===== src/rtl/tsq_pkg.sv =====
package tsq_pkg;
  localparam int TS_W = 2;

  // Age of a timestamp relative to the safe point: 0 = safe-1 (oldest),
  // 1 = safe, 2 = safe+1, 3 = safe+2. Keys 0 and 1 are releasable.
  function automatic logic [TS_W-1:0] rel_key(input logic [TS_W-1:0] ts,
                                               input logic [TS_W-1:0] safe);
    return ts - safe + TS_W'(1);
  endfunction
endpackage


===== src/rtl/tsq_free_pick.sv =====
module tsq_free_pick #(
  parameter int N = 16,
  localparam int IDX_W = $clog2(N)
) (
  input  logic [N-1:0]     used,
  output logic             found,
  output logic [IDX_W-1:0] idx
);
  always_comb begin
    found = 1'b0;
    idx   = '0;
    for (int i = N - 1; i >= 0; i--) begin
      if (!used[i]) begin
        found = 1'b1;
        idx   = IDX_W'(i);
      end
    end
  end
endmodule


===== src/rtl/tsq_head_pick.sv =====
module tsq_head_pick
  import tsq_pkg::*;
#(
  parameter int N     = 16,
  parameter int SRC_W = 4,
  localparam int IDX_W = $clog2(N),
  localparam int CMP_W = TS_W + SRC_W
) (
  input  logic [N-1:0]       used,
  input  logic [N*TS_W-1:0]  ts_flat,
  input  logic [N*SRC_W-1:0] src_flat,
  input  logic [TS_W-1:0]    safe,
  output logic               any,
  output logic [IDX_W-1:0]   idx,
  output logic [TS_W-1:0]    key
);
  logic [CMP_W-1:0] best;
  logic [CMP_W-1:0] cand;

  always_comb begin
    any  = 1'b0;
    idx  = '0;
    best = '1;
    cand = '0;
    for (int i = 0; i < N; i++) begin
      cand = {rel_key(ts_flat[i*TS_W +: TS_W], safe), src_flat[i*SRC_W +: SRC_W]};
      if (used[i] && (!any || cand < best)) begin
        any  = 1'b1;
        idx  = IDX_W'(i);
        best = cand;
      end
    end
    key = best[CMP_W-1 -: TS_W];
  end
endmodule


===== src/rtl/tsq_safe_watch.sv =====
module tsq_safe_watch
  import tsq_pkg::*;
(
  input  logic            clk,
  input  logic            rst_n,
  input  logic [TS_W-1:0] safe,
  output logic            jump_err
);
  logic [TS_W-1:0] prev_q;
  logic            seen_q;
  logic [TS_W-1:0] step;

  assign step = safe - prev_q;

  always_ff @(posedge clk or negedge rst_n) begin
    if (!rst_n) begin
      prev_q   <= '0;
      seen_q   <= 1'b0;
      jump_err <= 1'b0;
    end else begin
      prev_q   <= safe;
      seen_q   <= 1'b1;
      jump_err <= seen_q && (step > TS_W'(1));
    end
  end
endmodule


===== src/rtl/tsq_order_queue.sv =====
module tsq_order_queue
  import tsq_pkg::*;
#(
  parameter int DEPTH  = 16,
  parameter int SRC_W  = 4,
  parameter int ADDR_W = 32,
  parameter int KIND_W = 2
) (
  input  logic              clk,
  input  logic              rst_n,
  input  logic [SRC_W-1:0]  my_id,
  input  logic [TS_W-1:0]   safe_ts,
  input  logic              in_valid,
  output logic              in_ready,
  input  logic [TS_W-1:0]   in_ts,
  input  logic [SRC_W-1:0]  in_src,
  input  logic [ADDR_W-1:0] in_addr,
  input  logic [KIND_W-1:0] in_kind,
  output logic              out_valid,
  input  logic              out_ready,
  output logic [TS_W-1:0]   out_ts,
  output logic [SRC_W-1:0]  out_src,
  output logic [ADDR_W-1:0] out_addr,
  output logic [KIND_W-1:0] out_kind,
  output logic              out_own,
  output logic              safe_jump_err
);
  localparam int IDX_W = $clog2(DEPTH);

  logic [DEPTH-1:0]  used_q;
  logic [TS_W-1:0]   ts_q   [DEPTH];
  logic [SRC_W-1:0]  src_q  [DEPTH];
  logic [ADDR_W-1:0] addr_q [DEPTH];
  logic [KIND_W-1:0] kind_q [DEPTH];

  logic [DEPTH*TS_W-1:0]  ts_flat;
  logic [DEPTH*SRC_W-1:0] src_flat;

  always_comb begin
    for (int i = 0; i < DEPTH; i++) begin
      ts_flat[i*TS_W +: TS_W]    = ts_q[i];
      src_flat[i*SRC_W +: SRC_W] = src_q[i];
    end
  end

  logic             free_found;
  logic [IDX_W-1:0] free_idx;
  logic             head_any;
  logic [IDX_W-1:0] head_idx;
  logic [TS_W-1:0]  head_key;
  logic             push, pop;

  tsq_free_pick #(.N(DEPTH)) u_free (
    .used (used_q),
    .found(free_found),
    .idx  (free_idx)
  );

  tsq_head_pick #(.N(DEPTH), .SRC_W(SRC_W)) u_head (
    .used    (used_q),
    .ts_flat (ts_flat),
    .src_flat(src_flat),
    .safe    (safe_ts),
    .any     (head_any),
    .idx     (head_idx),
    .key     (head_key)
  );

  tsq_safe_watch u_watch (
    .clk     (clk),
    .rst_n   (rst_n),
    .safe    (safe_ts),
    .jump_err(safe_jump_err)
  );

  assign in_ready  = free_found;
  assign out_valid = head_any && (head_key <= TS_W'(1));
  assign push      = in_valid && in_ready;
  assign pop       = out_valid && out_ready;

  always_ff @(posedge clk or negedge rst_n) begin
    if (!rst_n) begin
      used_q <= '0;
    end else begin
      if (push) used_q[free_idx] <= 1'b1;
      if (pop)  used_q[head_idx] <= 1'b0;
    end
  end

  always_ff @(posedge clk) begin
    if (push) begin
      ts_q[free_idx]   <= in_ts;
      src_q[free_idx]  <= in_src;
      addr_q[free_idx] <= in_addr;
      kind_q[free_idx] <= in_kind;
    end
  end

  assign out_ts   = ts_q[head_idx];
  assign out_src  = src_q[head_idx];
  assign out_addr = addr_q[head_idx];
  assign out_kind = kind_q[head_idx];
  assign out_own  = (src_q[head_idx] == my_id);
endmodule


===== config.mk =====
export PLATFORM = sky130hd
export DESIGN_NAME = tsq_order_queue
export DESIGN_NICKNAME = d
export VERILOG_FILES = /design/src/rtl/tsq_pkg.sv /design/src/rtl/tsq_free_pick.sv /design/src/rtl/tsq_head_pick.sv /design/src/rtl/tsq_safe_watch.sv /design/src/rtl/tsq_order_queue.sv
export SDC_FILE = /design/constraint.sdc
export NUM_CORES = 1
export LEC_CHECK = 0
export BUFFER_PORTS_ARGS = -buffer_cell sky130_fd_sc_hd__buf_4
export CAP_MARGIN = 25
export CORE_AREA = 3 3 236 238
export DETAILED_ROUTE_END_ITERATION = 16
export DIE_AREA = 0 0 239 241
export PLACE_DENSITY = 0.83
export SYNTH_ARGS = -nofsm -noshare
export SYNTH_HDL_FRONTEND = slang
export SYNTH_SLANG_ARGS = --single-unit

===== constraint.sdc =====
create_clock -name clk -period 87 [get_ports clk]
set_clock_uncertainty 0.1 [all_clocks]
set_input_delay 17.4 -clock clk [delete_from_list [all_inputs] [get_ports clk]]
set_output_delay 17.4 -clock clk [all_outputs]
set_load 0.02 [all_outputs]

### After elaboration in Yosys (flattened, before gate mapping)

Memories as Yosys holds them, arrays and structs flattened.
Index checks and enable logic that the tools add are counted.

| cells by class | value |
|---|---|
| add/subtract/negate cells | 33 |
| $lt $le $gt $ge | 21 |
| equality and inequality tests | 1 |
| mux-type cells | 87 |
| bitwise operators | 3 |
| reductions and logical operators | 51 |

Operators by type and width:

| operator | count |
|---|---|
| $mux 4 | 24 |
| $mux 6 | 16 |
| $lt 6x6->1 | 15 |
| $mux 1 | 37 |
| $sub 2x2->2 | 17 |
| $add 2x1->2 const B | 16 |
| $mux 16 | 2 |
| $logic_and 1x1->1 | 21 |
| $and 16x16->16 | 1 |
| $not 16->16 | 1 |
| $or 16x16->16 | 1 |
| $logic_not 1->1 | 15 |
| $logic_or 1x1->1 | 15 |
| $mux 3 | 4 |
| $lt 4x5->1 const B | 2 |
| $demux 1 s4 | 2 |
| $ge 4x1->1 const B | 2 |
| $eq 4x4->1 | 1 |
| $mux 2 | 2 |
| $gt 2x1->1 const B | 1 |
| $le 2x1->1 const B | 1 |

| storage, ports and cells | value |
|---|---|
| register bits | 20 |
| RAM bits | 640 |
| bits of input ports | 50 |
| logic and storage cells | 204 |
| memories kept | 4 |

Memory list:

| memory | depth | width | read ports | clocked after Yosys merged registers in | write ports | line | RTL |
|---|---|---|---|---|---|---|---|
| addr_q | 16 | 32 | 1 | 0 | 1 | tsq_order_queue.sv:33 | `logic [ADDR_W-1:0] addr_q [DEPTH];` |
| src_q | 16 | 4 | 17 | 0 | 1 | tsq_order_queue.sv:32 | `logic [SRC_W-1:0] src_q [DEPTH];` |
| kind_q | 16 | 2 | 1 | 0 | 1 | tsq_order_queue.sv:34 | `logic [KIND_W-1:0] kind_q [DEPTH];` |
| ts_q | 16 | 2 | 17 | 0 | 1 | tsq_order_queue.sv:31 | `logic [TS_W-1:0] ts_q [DEPTH];` |

### Longest topological paths before layout

An unclocked memory read counts as a cell.

| depth | value |
|---|---|
| depth after elaboration | 71 |
| gate-level depth with buffers | 153 |

### Modules after synthesis

A second synthesis with hierarchy kept.

| unflattened totals | value |
|---|---|
| cell total of the unflattened synthesis | 1739 |
| area, all modules | 30056.3 µm² |

By module, submodules not included:

| module | instances | cells an instance | area an instance (µm²) | sequential area each (µm²) |
|---|---|---|---|---|
| tsq_order_queue | 1 | 1008 | 24921.4 | 19618.8 |
| tsq_head_pick | 1 | 688 | 4817.1 | 0.0 |
| tsq_free_pick | 1 | 34 | 166.4 | 0.0 |
| tsq_safe_watch | 1 | 9 | 151.4 | 100.1 |

### Worst setup path before layout

Ideal clock, no wire load.

| timing | value |
|---|---|
| kind | input to output |
| start point | in safe_ts[0] |
| end point | out out_addr[31] |
| arrival | 42242 ps |
| data required time | 69500 ps |
| slack | 27258 ps |
| stages | 138 |
| path buffers | 10 |
| path through | inv_1 -> ha_1 -> ha_1 -> nand2b_1 -> a211oi_1 -> a21oi_1 -> o21ai_2 -> nand2_1 -> o21ai_0 -> inv_1 -> ha_1 -> or2_2 -> a22o_1 -> nand2_1 -> a21o_1 -> nand2_1 -> mux2_2 -> inv_1 -> (+102 left out) -> clkbuf_1 -> nor2_1 -> a21oi_1 -> ha_1 -> a21o_1 -> a21oi_1 -> nand4_1 -> nor3_1 -> o21ai_1 -> and2_1 -> buf_2 -> o21ai_4 -> buf_4 -> buf_4 -> a211oi_1 -> a21oi_1 -> nor3_1 -> o41ai_1 |

| between the ends | value |
|---|---|
| longest elaborated chain between the ends | 64 |
| elaborated cells on any way between the ends | 136 |
| those cells by class | add/sub (32); order compare (15); mux (44); reduce/logical (44); memory (1) |

Ends and longest elaborated chain:

| what | line | RTL |
|---|---|---|
| start, declared | tsq_order_queue.sv:12 | `input logic [TS_W-1:0] safe_ts,` |
| $sub 2x2->2 | tsq_pkg.sv:8 | `return ts - safe + TS_W'(1);` |
| $add 2x1->2 | tsq_pkg.sv:8 |  |
| $mux 6 | tsq_head_pick.sv:27 | `if (used[i] && (!any \|\| cand < best)) begin` |
| $lt 6x6->1 | tsq_head_pick.sv:27 |  |
| $logic_or 1x1->1 | tsq_head_pick.sv:27 |  |
| $logic_and 1x1->1 | tsq_head_pick.sv:27 |  |
| $mux 6 or $mux 1 (tied branches) | tsq_head_pick.sv:27 |  |
| $lt 6x6->1 or $logic_not 1->1 (tied branches) | tsq_head_pick.sv:27 |  |
| (+48 left out) | -- |  |
| $logic_or 1x1->1 | tsq_head_pick.sv:27 |  |
| $logic_and 1x1->1 | tsq_head_pick.sv:27 |  |
| $mux 6 or $mux 1 (tied branches) | tsq_head_pick.sv:27 |  |
| $lt 6x6->1 or $logic_not 1->1 (tied branches) | tsq_head_pick.sv:27 |  |
| $logic_or 1x1->1 | tsq_head_pick.sv:27 |  |
| $logic_and 1x1->1 | tsq_head_pick.sv:27 |  |
| $mux 4 * | tsq_head_pick.sv:27 |  |
| $mem_v2 16x32 * | -- |  |
| end, declared | tsq_order_queue.sv:23 | `output logic [ADDR_W-1:0] out_addr,` |

Every way passes the cells marked *; elsewhere a longest branch is shown, timed or not.

### Worst setup path in the final report

| timing | value |
|---|---|
| start point | in safe_ts[0] |
| end point | out out_own |

| between the ends | value |
|---|---|
| longest elaborated chain between the ends | 65 |
| elaborated cells on any way between the ends | 137 |
| those cells by class | add/sub (32); order compare (15); eq/ne (1); mux (44); reduce/logical (44); memory (1) |

Ends and longest elaborated chain:

| what | line | RTL |
|---|---|---|
| $sub 2x2->2 | tsq_pkg.sv:8 |  |
| $add 2x1->2 | tsq_pkg.sv:8 |  |
| $mux 6 | tsq_head_pick.sv:27 |  |
| $lt 6x6->1 | tsq_head_pick.sv:27 |  |
| $logic_or 1x1->1 | tsq_head_pick.sv:27 |  |
| $logic_and 1x1->1 | tsq_head_pick.sv:27 |  |
| $mux 6 or $mux 1 (tied branches) | tsq_head_pick.sv:27 |  |
| $lt 6x6->1 or $logic_not 1->1 (tied branches) | tsq_head_pick.sv:27 |  |
| (+49 left out) | -- |  |
| $logic_and 1x1->1 | tsq_head_pick.sv:27 |  |
| $mux 6 or $mux 1 (tied branches) | tsq_head_pick.sv:27 |  |
| $lt 6x6->1 or $logic_not 1->1 (tied branches) | tsq_head_pick.sv:27 |  |
| $logic_or 1x1->1 | tsq_head_pick.sv:27 |  |
| $logic_and 1x1->1 | tsq_head_pick.sv:27 |  |
| $mux 4 * | tsq_head_pick.sv:27 |  |
| $mem_v2 16x4 * | -- |  |
| $eq 4x4->1 * | tsq_order_queue.sv:103 | `assign out_own = (src_q[head_idx] == my_id);` |
| end, declared | tsq_order_queue.sv:25 | `output logic out_own,` |

Marks and branches as above.

==> flow_summary.json <==
{
  "status": "complete, no violations",
  "detail_route.wl_per_cell_um": 24.1,
  "slowest_delay_ns": 0.87,
  "end_kind": "output pin",
  "place_hpwl_mm": 45.3,
  "min_path_type": "flop to flop",
  "numCtsBuffers": 59,
  "grt_usage_pct": 26.7,
  "port_buffers": 93,
  "crit_slowest_cell": "buf_4",
  "syn_to_final_growth_pct": 11.2,
  "cts_resized": 0,
  "maxSlewViolCount": 0,
  "ios": 94,
  "yosys_warnings": 0,
  "grt_max_degree": 144,
  "insertion_delay_ns": 0.63,
  "syn_area_um2": 31000,
  "wl_mm": 77.2,
  "vias": 20400,
  "grt_pass1_wl_mm": 117,
  "max_slew.worst_pin.slew_ns": 1.15,
  "synthesis.nets": 2508,
  "crit_path_start_kind": "input pin",
  "rows": 85,
  "post-cts-setup-buffers": 0,
  "die_width_um": 239,
  "synth.most_common_cell": "edfxtp_1",
  "antenna_found_initial": 1,
  "synthArstFlopShare_pct": 3.03,
  "cts.sinks": 660,
  "syn_area_per_cell_um2": 13.0,
  "postLayoutCoreUtil_pct": 64.0,
  "grt_setup_unrepaired": "false",
  "finalSetupTns_ns": 0,
  "synth_edf_count": 640,
  "crit_arrival_ns": 47.85,
  "synthCells": 2379,
  "grt.overflow.total": 0,
  "final_hold_viol_count": 0,
  "critPathBufInv": 15,
  "dpl_worst_slack_ns": 22.22,
  "coreArea_um2": 53800,
  "grt_pass1_vias": 20000,
  "drc": 0,
  "yosys-top-cells-count": "edfxtp_1, nand2_1, mux2i_1, nand3_1, nor2_1",
  "crit_top_cell": "ha_1",
  "yosys-top-cells-area": "edfxtp_1, mux2i_1, nand2_1",
  "cts_root_buf": "clkbuf_16",
  "fin_nets": 2579,
  "die-height_um": 241,
  "gp_congestion": 0.924,
  "fmax_mhz": 15.3,
  "die_area_um2": 57600,
  "tritoncts": "built",
  "max_cap_violations": 0,
  "slew_headroom_pct": 23.1,
  "final_area_um2": 34500,
  "drive_gt1_share_pct": 12.0,
  "cp_max_fo": 82,
  "cts.htree.levels": 2,
  "ctsHoldBuffers": 0,
  "min_period_over_period_pct": 75.1,
  "clk_pin_slew_worst_paths_ns": 0.07,
  "criticalPathCategory": "input pin to output pin",
  "synth_top_area_share_pct": 62.0,
  "setup_viol": 0,
  "ys_seq_area_share_pct": 63.6,
  "cp_top_family": "compound AO/OA/AOI/OAI gates",
  "start_util_pct": 57.6,
  "required_ns": 69.50,
  "first_iter_violations": 2146,
  "fin_crit_ns": 65.35,
  "synth_area_leader_cell": "edfxtp_1",
  "diodes": 0,
  "ant_nets": 0,
  "drt-pass1-iter-count": 8,
  "setup_slack_ns": 21.65,
  "drt-vias-per-instance": 6.38,
  "ys_seq_elements": 660,
  "synth.distinct_cells": 100,
  "ctsLongestPathBuffers": 3,
  "place_area_um2": 32500,
  "synth-main-ff-cell": "edfxtp_1"
}
## cell type report
class,count,area (um^2)
Clock buffer,66,1510
Inverter,51,191
Timing Repair Buffer,123,973
Clock inverter,46,477
Sequential cell,660,19700
Multi-Input combinational cell,1555,10700
Fill cell,3836,19400
Tap cell,696,871
## cell families (layout without fill, tap and decap cells)
group	after synthesis	in the layout	synth area share, %
buffers and inverters	164	286	2.31
multiplexers	336	336	11.0
other	1	1	0.0121
AO/OA/AOI/OAI	279	279	6.33
adder cells (fa/ha/maj)	82	82	3.29
XOR/XNOR	42	42	1.24
AND/OR/NAND/NOR	815	815	12.2
flip-flops	660	660	63.6
## registers in the layout, indices dropped and copies added (netlist names)
| register | flops |
|---|---|
| addr_q | 512 |
| kind_q | 32 |
| src_q | 64 |
| ts_q | 32 |
| u_watch.jump_err | 1 |
| u_watch.prev_q | 2 |
| u_watch.seen_q | 1 |
| used_q | 16 |
## worst register-to-register path: cells and delay by family, from the launching register on
kind | cells | cell delay (ns)
AOI/OAI and AO/OA | 59 | 13.12
adders and majority gates | 16 | 4.83
buffers and inverters | 13 | 1.98
DFF | 1 | 0.64
muxes | 7 | 1.82
and+or+nand+nor | 35 | 7.39
## routing by layer
layer / GRT usage (%) / vias to the layer above / share of wire [%]
li1: - / 9066 / -
met1: 36.2 / 9928 / 39
met2: 42.9 / 1191 / 47
met3: 4.31 / 219 / 9.3
met4: 12.1 / 2 / 4.2
met5: 0 / - / 0.025
## placed cells by master, fill, tap and decap left out, types with 16 or more instances in the layout
cell and instances:
a31oi_1 24, a21o_1 27, edfxtp_1 640, nor2_4 16, nand2_1 372, xnor2_1 32, clkbuf_16 59, buf_4 119
nand3_1 174, o21ai_0 40, nand4_1 45, a21oi_1 68, nor2_1 81, mux2i_1 321, ha_1 79, nor3_1 21
clkinv_2 17, dfrtp_1 20, inv_1 51
## stage by stage
stage | hold slack (ns) | instances
after floorplan | 0.328 | 2379
after global placement | 0.333 | 3082
after detailed placement | 0.352 | 3084
after CTS | 0.357 | 3196
after global routing | 0.378 | 3197
final | 0.350 | 3197
## final timing paths
kind	from	cells past startpoint	slack, ns	to
max	safe_ts[0]	135	21.65	out_own
min	u_watch.seen_q	1	0.35	u_watch.jump_err
max reg2reg	used_q[0]	130	57.04	used_q[4]
min reg2reg	u_watch.seen_q	1	0.35	u_watch.jump_err
max in group asynchronous	rst_n	1	70.00	u_watch.seen_q
min in group asynchronous	rst_n	1	16.55	used_q[12]
Power is not shown: default switching activity piles up to over one toggle a cycle in this logic, so the estimate is an artifact.
